<file path="config.mk">
export PLATFORM = sky130hd
export DESIGN_NAME = async_wr_seq
export DESIGN_NICKNAME = d
export VERILOG_FILES = /design/src/rtl/awseq_pkg.sv /design/src/rtl/awseq_cfg.sv /design/src/rtl/awseq_seq.sv /design/src/rtl/awseq_pins.sv /design/src/rtl/async_wr_seq.sv
export SDC_FILE = /design/constraint.sdc
export NUM_CORES = 1
export LEC_CHECK = 0
export BUFFER_PORTS_ARGS = -buffer_cell sky130_fd_sc_hd__buf_4
export CAP_MARGIN = 5
export CORE_MARGIN = 2
export CORE_UTILIZATION = 40
export CTS_CLUSTER_DIAMETER = 30
export DETAILED_ROUTE_END_ITERATION = 8
export GPL_ROUTABILITY_DRIVEN = 0
export SLEW_MARGIN = 20
export SYNTH_ARGS = -nofsm -noshare
export SYNTH_HDL_FRONTEND = slang
export SYNTH_HIERARCHICAL = 1
export SYNTH_SLANG_ARGS = --single-unit
</file>
<file path="constraint.sdc">
create_clock -name clk -period 3.8 [get_ports clk]
set_clock_uncertainty 0.05 [all_clocks]
set_input_delay 0.19 -clock clk [delete_from_list [all_inputs] [get_ports clk]]
set_output_delay 0.19 -clock clk [all_outputs]
set_load 0.005 [all_outputs]
</file>
<file path="src/rtl/awseq_pkg.sv">
package awseq_pkg;

   localparam int CFG_W = 24;
   localparam int CNT_W = 8;

   typedef enum logic [2:0] {
      PH_IDLE,
      PH_SETUP,
      PH_AHOLD,
      PH_STROBE,
      PH_DHOLD,
      PH_TURN
   } phase_e;

   // Timing word layout, most significant field first.
   typedef struct packed {
      logic [3:0] ahold;   // [23:20]
      logic [3:0] setup;   // [19:16]
      logic [3:0] turn;    // [15:12]
      logic [7:0] strobe;  // [11:4]
      logic [1:0] dhold;   // [3:2]
      logic [1:0] mode;    // [1:0]
   } wr_timing_t;

   // Decoded phase lengths, each stored as length minus one.
   typedef struct packed {
      logic             setup_en;
      logic             ahold_en;
      logic [CNT_W-1:0] setup_rl;
      logic [CNT_W-1:0] ahold_rl;
      logic [CNT_W-1:0] strobe_rl;
      logic [CNT_W-1:0] dhold_rl;
      logic [CNT_W-1:0] turn_rl;
   } phase_len_t;

   localparam wr_timing_t TIMING_RST = '{ahold: 4'hF, setup: 4'hF, turn: 4'hF,
                                         strobe: 8'hFF, dhold: 2'd0, mode: 2'd0};

endpackage

</file>
<file path="src/rtl/awseq_cfg.sv">
module awseq_cfg
   import awseq_pkg::*;
#(
   parameter logic [3:0] HOLD_MODES = 4'b1100
) (
   input  logic             clk,
   input  logic             rst_n,
   input  logic             load,
   input  logic [CFG_W-1:0] timing_in,
   output phase_len_t       lens
);

   wr_timing_t held_q;
   wr_timing_t src;

   always_ff @(posedge clk or negedge rst_n) begin
      if (!rst_n)    held_q <= TIMING_RST;
      else if (load) held_q <= wr_timing_t'(timing_in);
   end

   // The accepting cycle decodes the incoming word so the first phase is
   // loaded from it; later cycles decode the held copy.
   assign src = load ? wr_timing_t'(timing_in) : held_q;

   always_comb begin
      lens.setup_en  = (src.setup != 4'd0);
      lens.ahold_en  = HOLD_MODES[src.mode];
      lens.setup_rl  = CNT_W'(src.setup) - CNT_W'(1);
      lens.ahold_rl  = (src.ahold == 4'd0) ? '0 : CNT_W'(src.ahold) - CNT_W'(1);
      lens.strobe_rl = (src.strobe == 8'd0) ? '0 : CNT_W'(src.strobe) - CNT_W'(1);
      lens.dhold_rl  = CNT_W'(src.dhold);
      lens.turn_rl   = CNT_W'(src.turn);
   end

endmodule

</file>
<file path="src/rtl/awseq_seq.sv">
module awseq_seq
   import awseq_pkg::*;
(
   input  logic       clk,
   input  logic       rst_n,
   input  logic       req,
   input  phase_len_t lens,
   output logic       accept,
   output phase_e     phase,
   output logic       ack
);

   logic [CNT_W-1:0] cnt_q;
   phase_e           first_ph;
   phase_e           nxt_ph;
   logic [CNT_W-1:0] rl_first;
   logic [CNT_W-1:0] rl_nxt;

   assign accept = (phase == PH_IDLE) && req && !ack;

   function automatic logic [CNT_W-1:0] reload_of(phase_e p, phase_len_t l);
      case (p)
         PH_SETUP:  reload_of = l.setup_rl;
         PH_AHOLD:  reload_of = l.ahold_rl;
         PH_STROBE: reload_of = l.strobe_rl;
         PH_DHOLD:  reload_of = l.dhold_rl;
         PH_TURN:   reload_of = l.turn_rl;
         default:   reload_of = '0;
      endcase
   endfunction

   always_comb begin
      if (lens.setup_en)      first_ph = PH_SETUP;
      else if (lens.ahold_en) first_ph = PH_AHOLD;
      else                    first_ph = PH_STROBE;
      case (phase)
         PH_SETUP:  nxt_ph = lens.ahold_en ? PH_AHOLD : PH_STROBE;
         PH_AHOLD:  nxt_ph = PH_STROBE;
         PH_STROBE: nxt_ph = PH_DHOLD;
         PH_DHOLD:  nxt_ph = PH_TURN;
         default:   nxt_ph = PH_IDLE;
      endcase
      rl_first = reload_of(first_ph, lens);
      rl_nxt   = reload_of(nxt_ph, lens);
   end

   always_ff @(posedge clk or negedge rst_n) begin
      if (!rst_n) begin
         phase <= PH_IDLE;
         cnt_q <= '0;
         ack   <= 1'b0;
      end else begin
         ack <= 1'b0;
         if (phase == PH_IDLE) begin
            if (accept) begin
               phase <= first_ph;
               cnt_q <= rl_first;
            end
         end else if (cnt_q == '0) begin
            phase <= nxt_ph;
            cnt_q <= rl_nxt;
            if (nxt_ph == PH_IDLE) ack <= 1'b1;
         end else begin
            cnt_q <= cnt_q - CNT_W'(1);
         end
      end
   end

endmodule

</file>
<file path="src/rtl/awseq_pins.sv">
module awseq_pins
   import awseq_pkg::*;
#(
   parameter int AW        = 16,
   parameter int DW        = 16,
   parameter bit PARK_ZERO = 1'b1
) (
   input  logic          clk,
   input  logic          rst_n,
   input  logic          load,
   input  logic [AW-1:0] addr_in,
   input  logic [DW-1:0] data_in,
   input  phase_e        phase,
   output logic          cs_n,
   output logic          we_n,
   output logic          oe_n,
   output logic          adv_n,
   output logic [AW-1:0] addr_o,
   output logic [DW-1:0] data_o,
   output logic          data_oe
);

   logic [AW-1:0] addr_q;
   logic [DW-1:0] data_q;

   always_ff @(posedge clk or negedge rst_n) begin
      if (!rst_n) begin
         addr_q <= '0;
         data_q <= '0;
      end else if (load) begin
         addr_q <= addr_in;
         data_q <= data_in;
      end
   end

   always_comb begin
      cs_n    = !(phase inside {PH_SETUP, PH_AHOLD, PH_STROBE, PH_DHOLD});
      adv_n   = !(phase inside {PH_SETUP, PH_AHOLD});
      we_n    = (phase != PH_STROBE);
      data_oe = (phase inside {PH_STROBE, PH_DHOLD});
      oe_n    = 1'b1;
   end

   assign addr_o = addr_q;

   generate
      if (PARK_ZERO) begin : g_park_zero
         assign data_o = data_oe ? data_q : '0;
      end else begin : g_park_hold
         assign data_o = data_q;
      end
   endgenerate

endmodule

</file>
<file path="src/rtl/async_wr_seq.sv">
module async_wr_seq
   import awseq_pkg::*;
#(
   parameter int         AW         = 16,
   parameter int         DW         = 16,
   parameter logic [3:0] HOLD_MODES = 4'b1100,
   parameter bit         PARK_ZERO  = 1'b1
) (
   input  logic          clk,
   input  logic          rst_n,
   input  logic          req,
   input  logic [AW-1:0] req_addr,
   input  logic [DW-1:0] req_data,
   input  logic [23:0]   timing,
   output logic          ack,
   output logic          cs_n,
   output logic          we_n,
   output logic          oe_n,
   output logic          adv_n,
   output logic [AW-1:0] addr_o,
   output logic [DW-1:0] data_o,
   output logic          data_oe
);

   if (AW < 1 || AW > 64) begin : g_bad_aw
      $error("async_wr_seq: AW out of range");
   end
   if (DW < 1 || DW > 128) begin : g_bad_dw
      $error("async_wr_seq: DW out of range");
   end
   if ($bits(wr_timing_t) != CFG_W) begin : g_bad_cfg
      $error("async_wr_seq: timing word layout mismatch");
   end

   logic       accept;
   phase_len_t lens;
   phase_e     phase;

   awseq_cfg #(.HOLD_MODES(HOLD_MODES)) u_cfg (
      .clk       (clk),
      .rst_n     (rst_n),
      .load      (accept),
      .timing_in (timing),
      .lens      (lens)
   );

   awseq_seq u_seq (
      .clk    (clk),
      .rst_n  (rst_n),
      .req    (req),
      .lens   (lens),
      .accept (accept),
      .phase  (phase),
      .ack    (ack)
   );

   awseq_pins #(.AW(AW), .DW(DW), .PARK_ZERO(PARK_ZERO)) u_pins (
      .clk     (clk),
      .rst_n   (rst_n),
      .load    (accept),
      .addr_in (req_addr),
      .data_in (req_data),
      .phase   (phase),
      .cs_n    (cs_n),
      .we_n    (we_n),
      .oe_n    (oe_n),
      .adv_n   (adv_n),
      .addr_o  (addr_o),
      .data_o  (data_o),
      .data_oe (data_oe)
   );

endmodule

</file>
Word level (Yosys, flattened, before mapping)
Index checks and enable logic that the tools add are counted.

word-level totals
  register bits = 68
  bits in latches = 0
  RAM bits = 0
  memory bits (read-only) = 0
  output and inout port bits = 38
  logic and storage cells = 68
  memories kept = 0

cells by class
  add/subtract/negate cells = 4
  multipliers = 0
  div/mod/pow operators = 0
  order comparisons = 1
  eq/ne operators = 16
  shifts and indexed selects = 0
  multiplexer cells = 20
  bitwise gates (word level) = 0
  reduce and logical (&&, ||, !) cells = 16

operators with widths
  operator                                                    number
  one-hot mux 8 bit (5 select lines)                          2
  two-way mux 8 bit                                           5
  two-way mux 24 bit                                          1
  == test 3 x 2 -> 1 bit, second input constant               6
  zero test 8 bit                                             2
  two-way mux 16 bit                                          1
  subtractor 8 x 1 -> 8 bit, second input constant            2
  == test 3 bit, second input constant                        5
  two-way mux 3 bit                                           4
  one-hot mux 3 bit (4 select lines)                          1
  subtractor 4 x 1 -> 5 bit, second input constant            2
  == test 3 x 1 -> 1 bit, second input constant               3
  nonzero test 4 bit                                          2
  zero test 3 bit                                             2
  nonzero test 2 bit                                          3
  two-way mux 1 bit                                           5
  zero test 4 bit                                             1
  zero test 1 bit                                             3
  less-than comparator 2 x 3 -> 1 bit, second input constant  1
  != test 3 x 2 -> 1 bit, second input constant               1
  binary-select mux 1 bit (select 2 bit)                      1
  logical AND 1 bit                                           2
  != test 2 bit, second input constant                        1
  AND reduction 2 bit                                         1

Longest topological paths before layout
  depth after elaboration = 12
  mapped depth = 19
  depth with buffers taken out = 15

Modules after synthesis
Netlist, hierarchy kept.

modules (own cells, without submodules)
  module      times used  cells an instance  area each (um^2)  sequential area each (um^2)
  awseq_cfg   1           137                1514.0            600.6
  awseq_pins  1           96                 1420.1            800.8
  awseq_seq   1           158                1317.5            300.3

Worst setup path before layout
OpenSTA, ideal clock, no wires.

  path type = register to register
  start = reg u_seq.phase[0]
  end = reg u_seq.cnt_q[3]
  arrival time = 3.693 ns
  slack = -0.067 ns
  cell stages (with the launch flop) = 19
  path buffers = 4
  cells stage by stage = dfrtp_1 > buf_6 > nor3_2 > nand2_1 > inv_1 > buf_6 > buf_8 > buf_2 > mux2_2 > inv_1 > ha_1 > inv_1 > nor4_4 > nor2_1 > nor2b_1 > a211o_1 > a21oi_1 > nor2_1 > a211o_1

RTL lines
  what                    line             RTL
  start, declared         awseq_seq.sv:9   output phase_e phase,
  start signal, assigned  awseq_seq.sv:56  phase <= first_ph;
  start signal, assigned  awseq_seq.sv:60  phase <= nxt_ph;
  end signal, assigned    awseq_seq.sv:57  cnt_q <= rl_first;
  end signal, assigned    awseq_seq.sv:61  cnt_q <= rl_nxt;
  end signal, assigned    awseq_seq.sv:64  cnt_q <= cnt_q - CNT_W'(1);
  end, declared           awseq_seq.sv:13  logic [CNT_W-1:0] cnt_q;

==> impl_results.md <==
* Clock buffer depth at 2
* Routed via count at 3196
* Vias in the first global route at 3239
* Fin Setup TNS at 0 ns
* Pre-antenna DRT Iters at 5
* TritonCTS clock tree: built
* Syn Std Cell Area at 4250 sq um
* Fin. max-slew vios at 0
* Ratio of cells with drive above 1 in the final layout at 43.7%
* Vias per inst at 5.07
* Peak Freq at 0.288 GHz
* Final hold violation count at 0
* Pwr Density at 266 nW/um^2
* CTS buffer count at 9
* Xor and xnor area share after synthesis at 2.27%
* EDFF count, synth at 0
* Yosys warnings at 6
* Largest family of logic cells by synthesized area: multiplexers
* Mux share of post-synthesis cell area at 17.0%
* TritonCTS sink count at 67
* CP startpoint kind: flop
* Worst EP arrival at 3.65 ns
* Status: completed
* Fin crit period at 3.47 ns
* Gr ovfl total at 0
* Worst-path clk slew at 0.08 ns
* R2r worst-path depth at 14
* Worst Path Class, Setup: flop to flop
* Post-synth cell types at 64
* Root buf cell: clkbuf_8
* Compound-cell area share of the yosys netlist at 14.3%
* I/O pins at 97
* Global-route wire length before repair at 16000 um
* Syn-to-layout area delta at 24.1%
* Largest net degree at the start of global routing at 68
* Ys async rst share at 100%
* Worst min-delay path class: primary input to flop
* Max Cap Viol at 0
* CP max FO at 7
* CP required at 3.98 ns
* Initial antenna violation count at 0
* Iteration-0 DRC Markers at 234
* Simple-gate share of the synthesized area at 14.4%
* H-Tree Depth at 3
* Remaining DRCs at 0
* # port buffers at 94
* Post-route cell area at 5280 sq um
* Die Span X at 107 um
* Final Cycle Share at 91.4%
* Initial Util at 41.2%
* Ys flop type: dfrtp_1
* Clock latency on the worst-skew pair at 0.35 ns
* ANT nets after route at 0
* Setup violators final at 0
* Die footprint at 11500 sq um
* Worst Hold Depth at 2
* Syn Area/Cell at 10.9 sq um
* Overall Global Routing Usage at 17.9%
* Sequential area share after synthesis at 40.0%
* Core Area at 10300 sq um
* FP Rows at 37
* Avg WL per Cell at 15.3 um
* Synth Register Bits at 67
* LEAKAGE at 2.48 nW
* # diodes at 0
* RSZ-0062 raised after global routing: false
* Routed WL at 9670 um
* Least-Margin Pin Slew at 0.883 ns
* Resized Gates After CTS at 0
* Die Y at 107 um
* Final #Nets at 555
* Post-Syn Instances at 391
* Hold slack at 0.0193 ns
* Post-detail-place hpwl at 6930 um
* Worst setup EP type: flop
* Post-Synth Adder-Cell Area at 2.06%
* Max IR drop VDD at 121 uV
* Slew HR at 40.9%
* Dpl cell area at 4910 sq um
-- path summary, 6_finish.rpt --
kind	to	start	slack, ns
min in group asynchronous	u_cfg/held_q[1]	rst_n	0.43
hold reg to reg	u_pins/addr_o[0]	u_pins/addr_o[0]	0.44
hold / removal	u_pins/data_q[12]	req_data[12]	0.02
setup reg to reg	u_seq/cnt_q[4]	u_seq/phase[0]	0.33
setup / recovery	u_seq/cnt_q[4]	u_seq/phase[0]	0.33
max in group asynchronous	u_pins/data_q[7]	rst_n	2.68
-- per-stage QoR --
| stage | power [W] | std cells | setup slack (ns) | utilization (%) |
|---|---|---|---|---|
| finish | 0.00140 | 630 | 0.329 | 51.1 |
| global placement | 0.000795 | 597 | 0.465 | 47.5 |
| floorplan | 0.000745 | 404 | 0.0436 | - |
| global route | 0.00147 | 630 | 0.0629 | 51.1 |
| detailed placement | 0.000796 | 597 | 0.396 | 47.5 |
| CTS | 0.00143 | 623 | 0.353 | 50.4 |
-- layout by cell type (no fill, tap or decap), types with 5 or more instances in the layout --
cell           count
ha_1               7
nand2_1           18
dfstp_2           20
inv_1             14
conb_1            15
dlygate4sd3_1     17
buf_4            102
o22ai_1            6
mux2_2            50
a222oi_1           6
nor2_1            26
a21oi_1            9
clkbuf_8           9
nand2b_1           6
dfrtp_1           47
o21ai_0            7
a21boi_2           9
nand3_1            8
mux2i_1           10
nor2b_1            8
xnor2_1            5
a21boi_0           7
nor3_1             5
xor2_1             6
a22o_1             6
-- cell families (layout without fill, tap and decap cells) --
kind of cell / after synthesis / count (layout)
adder cells (fa/ha/maj): 7 / 7
AND/OR/NAND/NOR: 100 / 100
multiplexers: 65 / 65
flip-flops: 67 / 67
XOR/XNOR: 11 / 11
other: 2 / 15
buffers and inverters: 62 / 152
AO/OA/AOI/OAI: 77 / 77
-- timing repair --
item                                    in CTS  in global routing
endpoints found under the hold margin       56                  7
hold buffers                                10                  7
buffers inserted                             0                  0
endpoints found under the setup margin       0                  0
-- critical path, cell delays in order, from the launching register on --
cell	delay (ns)
dfrtp_1	0.41
nor3_4	0.20
nand2_1	0.20
inv_2	0.21
mux2_2	0.39
inv_1	0.09
ha_1	0.16
inv_1	0.07
nor4_4	0.45
nor2_1	0.15
nor2b_1	0.16
a211o_1	0.30
a21oi_1	0.17
nor2_1	0.07
a211o_1	0.28
-- layout make-up --
| cell class | count | area [sq um] |
|---|---|---|
| Clock buffer | 9 | 124 |
| Clock inverter | 7 | 76.3 |
| Fill cell | 917 | 5050 |
| Inverter | 16 | 60.1 |
| Multi-Input combinational cell | 275 | 2190 |
| Sequential cell | 67 | 1700 |
| Tap cell | 136 | 170 |
| Timing Repair Buffer | 120 | 956 |
-- layer usage --
layer	track usage [%]	vias to the layer above	share of wire (%)
li1	-	1559	-
met3	4.32	10	3.2
met1	23.1	1570	44
met4	5.94	0	1.4
met2	29.6	57	51
met5	0	-	0
-- where the power goes --
group          switching [W]  internal, W
clock               0.000301     0.000306
combinational      0.0000315    0.0000508
sequential                 0     0.000713
-- synthesized netlist by cell type (8+ instances only) --
| library cell | n | area, sq um |
|---|---|---|
| dfrtp_1 | 47 | 1180 |
| inv_1 | 15 | 56.3 |
| mux2i_1 | 10 | 100 |
| mux2_2 | 50 | 563 |
| a21oi_1 | 9 | 45.0 |
| nor2b_1 | 8 | 50.1 |
| a21boi_2 | 9 | 101 |
| dfstp_2 | 20 | 526 |
| nand3_1 | 8 | 40.0 |
| nor2_1 | 26 | 97.6 |
| nand2_1 | 18 | 67.6 |
| buf_4 | 27 | 203 |
-- flip-flops by register name, summed over array words and instances, names as in the netlist --
name           cells
u_cfg/held_q      23
u_pins/addr_o     16
u_seq/ack          1
u_seq/phase        3
u_seq/cnt_q        8
u_pins/data_q     16
No activity file was read; power rests on OpenSTA's default activity.
